<file path="config.mk">
export PLATFORM = sky130hd
export DESIGN_NAME = mwb_alloc
export DESIGN_NICKNAME = d
export VERILOG_FILES = /design/src/rtl/mwb_pkg.sv /design/src/rtl/mwb_classify.sv /design/src/rtl/mwb_entry.sv /design/src/rtl/mwb_pool.sv /design/src/rtl/mwb_alloc.sv
export SDC_FILE = /design/constraint.sdc
export NUM_CORES = 1
export LEC_CHECK = 0
export BUFFER_PORTS_ARGS = -buffer_cell sky130_fd_sc_hd__buf_2
export CAP_MARGIN = 20
export CELL_PAD_IN_SITES_DETAIL_PLACEMENT = 0
export CELL_PAD_IN_SITES_GLOBAL_PLACEMENT = 1
export CORE_MARGIN = 2
export CORE_UTILIZATION = 50
export DETAILED_ROUTE_END_ITERATION = 12
export GPL_TIMING_DRIVEN = 0
export PLACE_DENSITY = 0.93
export SETUP_SLACK_MARGIN = 0.3
export SYNTH_ARGS = -nofsm -noshare
export SYNTH_HDL_FRONTEND = slang
export SYNTH_SLANG_ARGS = --single-unit
</file>
<file path="constraint.sdc">
create_clock -name clk -period 5.9 [get_ports clk]
set_input_delay 0.59 -clock clk [delete_from_list [all_inputs] [get_ports clk]]
set_output_delay 0.59 -clock clk [all_outputs]
set_load 0.03 [all_outputs]
</file>
<file path="src/rtl/mwb_pkg.sv">
package mwb_pkg;

    typedef enum logic [1:0] {
        ENT_FREE = 2'd0,
        ENT_WAIT = 2'd1,
        ENT_BUSY = 2'd2
    } ent_state_e;

    localparam logic [1:0] KIND_MISS   = 2'd0;
    localparam logic [1:0] KIND_WRITE  = 2'd1;
    localparam logic [1:0] KIND_UNC_RD = 2'd2;

    localparam int   NUM_POOLS = 2;
    localparam logic POOL_MISS = 1'b0;
    localparam logic POOL_WB   = 1'b1;

endpackage

</file>
<file path="src/rtl/mwb_classify.sv">
module mwb_classify
    import mwb_pkg::*;
#(
    parameter int AW        = 32,
    parameter int SW        = 8,
    parameter int BLK_BYTES = 64
) (
    input  logic [1:0]    kind,
    input  logic [AW-1:0] addr_i,
    input  logic [SW-1:0] size_i,
    input  logic          uncache,
    input  logic          rd,
    input  logic          wr,
    output logic          legal,
    output logic          pool,
    output logic [AW-1:0] addr_o,
    output logic [SW-1:0] size_o
);
    localparam logic [AW-1:0] BLK_MASK = AW'(BLK_BYTES - 1);
    localparam logic [SW-1:0] BLK_SIZE = SW'(BLK_BYTES);

    always_comb begin
        legal  = 1'b0;
        pool   = POOL_MISS;
        addr_o = addr_i;
        size_o = size_i;
        unique case (kind)
            KIND_MISS: begin
                legal  = !uncache;
                addr_o = addr_i & ~BLK_MASK;
                size_o = BLK_SIZE;
            end
            KIND_WRITE: begin
                legal = wr && !rd;
                pool  = POOL_WB;
            end
            KIND_UNC_RD: begin
                legal = uncache && rd;
            end
            default: begin
                legal = 1'b0;
            end
        endcase
    end

endmodule

</file>
<file path="src/rtl/mwb_entry.sv">
module mwb_entry
    import mwb_pkg::*;
#(
    parameter int AW = 32,
    parameter int SW = 8,
    parameter int OW = 16
) (
    input  logic          clk,
    input  logic          rst_n,
    input  logic          claim,
    input  logic          launch,
    input  logic          drop,
    input  logic          retire,
    input  logic [AW-1:0] addr_i,
    input  logic [SW-1:0] size_i,
    input  logic [OW-1:0] order_i,
    output ent_state_e    state,
    output logic          occ_next,
    output logic [AW-1:0] addr_q,
    output logic [SW-1:0] size_q,
    output logic [OW-1:0] order_q
);
    ent_state_e st_q, st_d;

    always_comb begin
        st_d = st_q;
        unique case (st_q)
            ENT_FREE: if (claim)  st_d = ENT_WAIT;
            ENT_WAIT: if (launch) st_d = drop ? ENT_FREE : ENT_BUSY;
            ENT_BUSY: if (retire) st_d = ENT_FREE;
            default:              st_d = ENT_FREE;
        endcase
    end

    always_ff @(posedge clk) begin
        if (!rst_n) st_q <= ENT_FREE;
        else        st_q <= st_d;
    end

    always_ff @(posedge clk) begin
        if (!rst_n) begin
            addr_q  <= '0;
            size_q  <= '0;
            order_q <= '0;
        end else if (st_q == ENT_FREE && claim) begin
            addr_q  <= addr_i;
            size_q  <= size_i;
            order_q <= order_i;
        end
    end

    always_comb begin
        state    = st_q;
        occ_next = (st_d != ENT_FREE);
    end

    // a claimed free entry is waiting in the next cycle
    a_r8_claim_waits: assert property (@(posedge clk) disable iff (!rst_n)
        (st_q == ENT_FREE && claim) |=> (st_q == ENT_WAIT));

    // a free entry never goes straight to in service
    a_r8_no_skip: assert property (@(posedge clk) disable iff (!rst_n)
        (st_q == ENT_FREE) |=> (st_q != ENT_BUSY));

    // the contents of an occupied entry do not change
    a_r8_hold_payload: assert property (@(posedge clk) disable iff (!rst_n)
        (st_q != ENT_FREE) |=> ($stable(addr_q) && $stable(size_q) && $stable(order_q)));

endmodule

</file>
<file path="src/rtl/mwb_pool.sv">
module mwb_pool
    import mwb_pkg::*;
#(
    parameter int NE = 4,
    parameter int AW = 32,
    parameter int SW = 8,
    parameter int OW = 16,
    parameter int IW = 2
) (
    input  logic          clk,
    input  logic          rst_n,
    input  logic          req,
    input  logic [AW-1:0] addr_i,
    input  logic [SW-1:0] size_i,
    input  logic [OW-1:0] order_i,
    input  logic          iss_en,
    input  logic [IW-1:0] iss_idx,
    input  logic          iss_drop,
    input  logic          cmp_en,
    input  logic [IW-1:0] cmp_idx,
    input  logic [IW-1:0] look_idx,
    output logic          take,
    output logic [IW-1:0] take_idx,
    output logic          full_now,
    output logic          fill_evt,
    output logic          drain_evt,
    output logic [1:0]    look_state,
    output logic [AW-1:0] look_addr,
    output logic [SW-1:0] look_size,
    output logic [OW-1:0] look_order
);
    ent_state_e    st    [NE];
    logic [AW-1:0] e_ad  [NE];
    logic [SW-1:0] e_sz  [NE];
    logic [OW-1:0] e_or  [NE];
    logic [NE-1:0] occ;
    logic [NE-1:0] occ_nx;

    always_comb begin
        take_idx = '0;
        for (int i = NE - 1; i >= 0; i--) begin
            if (!occ[i]) take_idx = IW'(i);
        end
    end

    assign full_now  = &occ;
    assign take      = req && !full_now;
    assign fill_evt  = take && (&occ_nx);
    assign drain_evt = full_now && !(&occ_nx);

    for (genvar g = 0; g < NE; g++) begin : g_ent
        mwb_entry #(.AW(AW), .SW(SW), .OW(OW)) u_ent (
            .clk      (clk),
            .rst_n    (rst_n),
            .claim    (take && (take_idx == IW'(g))),
            .launch   (iss_en && (iss_idx == IW'(g))),
            .drop     (iss_drop),
            .retire   (cmp_en && (cmp_idx == IW'(g))),
            .addr_i   (addr_i),
            .size_i   (size_i),
            .order_i  (order_i),
            .state    (st[g]),
            .occ_next (occ_nx[g]),
            .addr_q   (e_ad[g]),
            .size_q   (e_sz[g]),
            .order_q  (e_or[g])
        );
        assign occ[g] = (st[g] != ENT_FREE);
    end

    always_comb begin
        look_state = 2'(ENT_FREE);
        look_addr  = '0;
        look_size  = '0;
        look_order = '0;
        for (int i = 0; i < NE; i++) begin
            if (look_idx == IW'(i)) begin
                look_state = 2'(st[i]);
                look_addr  = e_ad[i];
                look_size  = e_sz[i];
                look_order = e_or[i];
            end
        end
    end

    // a filling allocation leaves the pool full on the next cycle
    a_r5_fill_then_full: assert property (@(posedge clk) disable iff (!rst_n)
        fill_evt |=> full_now);

    // a draining cycle leaves the pool open on the next cycle
    a_r6_drain_then_open: assert property (@(posedge clk) disable iff (!rst_n)
        drain_evt |=> !full_now);

    // a request into a full pool creates no entry
    a_r10_full_no_growth: assert property (@(posedge clk) disable iff (!rst_n)
        (full_now && !iss_en && !cmp_en) |=> full_now);

endmodule

</file>
<file path="src/rtl/mwb_alloc.sv">
module mwb_alloc
    import mwb_pkg::*;
#(
    parameter int NE        = 4,
    parameter int AW        = 32,
    parameter int SW        = 8,
    parameter int OW        = 16,
    parameter int BLK_BYTES = 64,
    parameter int IW        = (NE > 1) ? $clog2(NE) : 1
) (
    input  logic          clk,
    input  logic          rst_n,
    input  logic          req_valid,
    input  logic [1:0]    req_kind,
    input  logic [AW-1:0] req_addr,
    input  logic [SW-1:0] req_size,
    input  logic          req_uncache,
    input  logic          req_rd,
    input  logic          req_wr,
    input  logic          req_bus,
    input  logic          iss_valid,
    input  logic          iss_pool,
    input  logic [IW-1:0] iss_idx,
    input  logic          iss_drop,
    input  logic          cmp_valid,
    input  logic          cmp_pool,
    input  logic [IW-1:0] cmp_idx,
    input  logic          look_pool,
    input  logic [IW-1:0] look_idx,
    output logic          ack_valid,
    output logic          ack_pool,
    output logic [IW-1:0] ack_idx,
    output logic [OW-1:0] ack_order,
    output logic          err_illegal,
    output logic          err_full,
    output logic [1:0]    blk_set,
    output logic [1:0]    blk_clr,
    output logic          bus_req,
    output logic          bus_cause,
    output logic [1:0]    look_state,
    output logic [AW-1:0] look_addr,
    output logic [SW-1:0] look_size,
    output logic [OW-1:0] look_order
);
    logic          c_legal;
    logic          c_pool;
    logic [AW-1:0] c_addr;
    logic [SW-1:0] c_size;
    logic [OW-1:0] ord_q;

    logic [NUM_POOLS-1:0] p_take, p_full, p_fill, p_drain;
    logic [IW-1:0]        p_tidx [NUM_POOLS];
    logic [1:0]           p_lst  [NUM_POOLS];
    logic [AW-1:0]        p_lad  [NUM_POOLS];
    logic [SW-1:0]        p_lsz  [NUM_POOLS];
    logic [OW-1:0]        p_lor  [NUM_POOLS];

    logic accepted;

    mwb_classify #(.AW(AW), .SW(SW), .BLK_BYTES(BLK_BYTES)) u_cls (
        .kind    (req_kind),
        .addr_i  (req_addr),
        .size_i  (req_size),
        .uncache (req_uncache),
        .rd      (req_rd),
        .wr      (req_wr),
        .legal   (c_legal),
        .pool    (c_pool),
        .addr_o  (c_addr),
        .size_o  (c_size)
    );

    for (genvar p = 0; p < NUM_POOLS; p++) begin : g_pool
        mwb_pool #(.NE(NE), .AW(AW), .SW(SW), .OW(OW), .IW(IW)) u_pool (
            .clk        (clk),
            .rst_n      (rst_n),
            .req        (req_valid && c_legal && (c_pool == 1'(p))),
            .addr_i     (c_addr),
            .size_i     (c_size),
            .order_i    (ord_q),
            .iss_en     (iss_valid && (iss_pool == 1'(p))),
            .iss_idx    (iss_idx),
            .iss_drop   (iss_drop),
            .cmp_en     (cmp_valid && (cmp_pool == 1'(p))),
            .cmp_idx    (cmp_idx),
            .look_idx   (look_idx),
            .take       (p_take[p]),
            .take_idx   (p_tidx[p]),
            .full_now   (p_full[p]),
            .fill_evt   (p_fill[p]),
            .drain_evt  (p_drain[p]),
            .look_state (p_lst[p]),
            .look_addr  (p_lad[p]),
            .look_size  (p_lsz[p]),
            .look_order (p_lor[p])
        );

        // a set strobe is only seen while its pool is full
        a_r5_set_when_full: assert property (@(posedge clk) disable iff (!rst_n)
            blk_set[p] |-> p_full[p]);

        // a clear strobe follows a full pool that is now open
        a_r6_clr_after_full: assert property (@(posedge clk) disable iff (!rst_n)
            blk_clr[p] |-> (!p_full[p] && $past(p_full[p])));
    end

    assign accepted = |p_take;

    always_ff @(posedge clk) begin
        if (!rst_n) ord_q <= '0;
        else if (accepted) ord_q <= ord_q + OW'(1);
    end

    always_ff @(posedge clk) begin
        if (!rst_n) begin
            ack_valid   <= 1'b0;
            ack_pool    <= 1'b0;
            ack_idx     <= '0;
            ack_order   <= '0;
            err_illegal <= 1'b0;
            err_full    <= 1'b0;
            blk_set     <= '0;
            blk_clr     <= '0;
            bus_req     <= 1'b0;
            bus_cause   <= 1'b0;
        end else begin
            ack_valid   <= accepted;
            ack_pool    <= c_pool;
            ack_idx     <= p_tidx[c_pool];
            ack_order   <= ord_q;
            err_illegal <= req_valid && !c_legal;
            err_full    <= req_valid && c_legal && p_full[c_pool];
            blk_set     <= p_fill;
            blk_clr     <= p_drain;
            bus_req     <= accepted && req_bus;
            bus_cause   <= c_pool;
        end
    end

    always_comb begin
        look_state = p_lst[look_pool];
        look_addr  = p_lad[look_pool];
        look_size  = p_lsz[look_pool];
        look_order = p_lor[look_pool];
    end

    // the reported number is one below the running counter
    a_r4_order_tracks: assert property (@(posedge clk) disable iff (!rst_n)
        ack_valid |-> ((ack_order + OW'(1)) == ord_q));

    // a request has at most one outcome
    a_r9_one_outcome: assert property (@(posedge clk) disable iff (!rst_n)
        $onehot0({ack_valid, err_illegal, err_full}));

    // a bus request comes with an acceptance from the same pool
    a_r7_bus_with_ack: assert property (@(posedge clk) disable iff (!rst_n)
        bus_req |-> (ack_valid && (bus_cause == ack_pool)));

endmodule

</file>
==> reports/metrics.cfg <==
[sta]
period_minus_slack_ns=3.96
hold_viol_final=0
maxSlewHeadroom_pct=29.8
tightest_slew_ns=1.05
max_freq_ghz=0.253
skew_ns=0.0214
rsz0062_at_grt=no
setup-tns-final_ns=0
finalMaxSlewViolations=0
holdWs_ns=0.209
setup_viol=0
fin_crit_sh_pct=67.0

[synthesis]
ys_top_cells_by_area=dfxtp_1 (47%), nand2_1 (14%), mux4_2 (12%)
synth_seq_area_share_pct=46.9
synth-edff-count=0
yosysTopAreaCell=dfxtp_1
async_flop_share_pct=0
syn_inst=2528
ys.flop_type=dfxtp_1
synth_warnings=0
synth.distinct_cells=60
synth_area_um2=21600
ys_seq_elements=507
synth_top_area_share_pct=46.9
syn_nets=2590
avgSynthCellArea_um2=8.56

[placement]
port_buffers=116
placed_cell_area_um2=23000
dp_hpwl_um=50300
gp_congestion=0.909

[critical_path]
path_max_fanout=10
rr_worst_depth=6
r2r_slack_ns=3.05
r2r-start=g_pool[0].u_pool.g_ent[0].u_ent.state[1]$_SDFF_PN0_
critPathKind=input port to output port
startpoint=look_idx[1]
timing.rr.end=g_pool[0].u_pool.g_ent[2].u_ent.addr_q[30]$_SDFFE_PN0P_
critPathRequiredTime_ns=5.31
arrival_ns=3.37
start_kind=input port
critPathCaptureType=output port

[global_route]
grt_pass1_vias=19100
grt-ovfl-total=0
grt_pass1_wl_um=108000
antenna_found_initial=1
track_usage_pct=31.4
grt_max_degree=14

[die]
io_pins=147
dieHeight_um=212
initial_utilization_pct=50.5
rows=76
die_x_um=212
die-area_um2=45000
fp.coreArea_um2=42900

[drt]
drc=0
routed_wl_um=71400
vias=19600
wl_per_cell_um=21.5
avgViaCountPerCell=5.91
ant_nets=0
drtIter0Drc=2004
firstDrtPassIters=5

[cells_and_area]
final_layout_size_suffix_gt1_share_pct=16.3
final_common_cell=nand2_1
stdcell_area_um2=24800
nets=2762
area_delta_synth_final_pct=14.4
final_cell_mix=nand2_1 (804), dfxtp_1 (507), a21oi_1 (461)
final_util_pct=57.7

[pwr]
internal_power_mw=5.60
switching_share_pct=23.1
p_switching_mw=1.68
clkPwrFrac_pct=47.6
powerDensity_nw_per_um2=294
finalPower_mw=7.28
pwr-share-seq_pct=47.3
power_leakage_nw=8.64
peakVddDrop_uv=186
power.share.combinational_pct=5.1

[clocking]
clk_pin_slew_ns=0.06
clockBufferDepth=3
cts_hold_buf=0
cts_num_sinks=507
cts_setup_buffers=0
clk_latency_ns=0.61
htreeDepth=2
ctsResizeCount=0
numCtsBuffers=52
cts_root_buffer=clkbuf_16
cts_tree=yes

[worst_hold_path]
min_path_cells=2
min_to=bus_req$_SDFF_PN0_
holdCritStartpoint=req_bus
hold_path_class=input port to register

[run]
cap_violations=0

[run_status]
status=finished clean

[cell type report]
type                       count  area [um^2]
timing repair buffer         118          607
fill                        3805        18100
clock buffer                  78         1580
inverter                       8         30.0
buffer                       237          965
tap                          585          732
clock inverter                13          201
multi-input combinational   1776        10500
sequential                   507        10100
antenna                        1         2.50
[worst max-delay path, stage by stage]
cell and delay, ns:
clkbuf_1 0.57, buf_2 0.49, buf_2 0.44, buf_2 0.38
mux4_2 0.39, mux2_2 0.29, buf_2 0.18
[metrics by stage]
step	worst slack [ns]	std cells
global placement	2.02	3229
floorplan	3.02	2528
detailed placement	2.03	3229
CTS	2.03	3320
finish	1.94	3323
global route	1.87	3322
[kinds of logic after synthesis]
| group | synth area share (%) |
|---|---|
| DFF | 46.9 |
| buffers and inverters | 4.60 |
| xor gates and xnor gates | 0.0405 |
| adders and majority gates | 0.0578 |
| muxes | 15.2 |
| AOI/OAI and AO/OA | 12.6 |
| and+or+nand+nor | 20.6 |
[synth_stat cells (5+ instances only)]
master    number
nor3_1        13
a21oi_1      461
a211oi_1      10
clkbuf_1     161
o31ai_1        7
or4_1          5
mux4_2       116
mux2_2        60
buf_1         20
nand2b_1      11
dfxtp_1      507
or3_1         12
nand3_1       14
o21ai_0       10
inv_1          7
buf_2         54
nand4_1       10
nand2_1      804
nor2b_1        9
nor2_1       138
and2_1        36
[worst max path at each step]
stage | to | depth (start not counted)
floorplan | look_order[10] | 5
global placement | look_size[6] | 6
detailed placement | look_size[6] | 6
CTS | look_addr[12] | 7
global route | look_size[6] | 6
finish | look_addr[12] | 7
[power by group through the flow]
stage / logic (mW) / clock network (mW) / registers, mW
2_1_floorplan: 0.221 / 0 / 3.52
3_3_place_gp: 0.354 / 0 / 3.52
3_5_place_dp: 0.358 / 0 / 3.52
4_1_cts: 0.360 / 3.48 / 3.44
5_1_grt: 0.388 / 3.60 / 3.44
6_report: 0.369 / 3.46 / 3.44
[layer usage]
| layer | track usage, % | part of all wire (%) | vias to the layer above |
|---|---|---|---|
| met2 | 50.5 | 46 | 1046 |
| met1 | 40.9 | 40 | 9503 |
| li1 | - | - | 8884 |
| met4 | 14.7 | 4.1 | 2 |
| met5 | 0 | 0.020 | - |
| met3 | 6.28 | 9.8 | 189 |
[sequential cells by signal, summed over array words and instances, names as in the netlist]
| name | flops |
|---|---|
| ord_q | 16 |
| bus_cause | 1 |
| g_pool.u_pool.g_ent.u_ent.order_q | 128 |
| ack_idx | 2 |
| err_full | 1 |
| blk_set | 2 |
| g_pool.u_pool.g_ent.u_ent.size_q | 64 |
| ack_valid | 1 |
| g_pool.u_pool.g_ent.u_ent.addr_q | 256 |
| ack_order | 16 |
| bus_req | 1 |
| g_pool.u_pool.g_ent.u_ent.state | 16 |
| err_illegal | 1 |
| blk_clr | 2 |
Power figures use the tool's default switching activity.
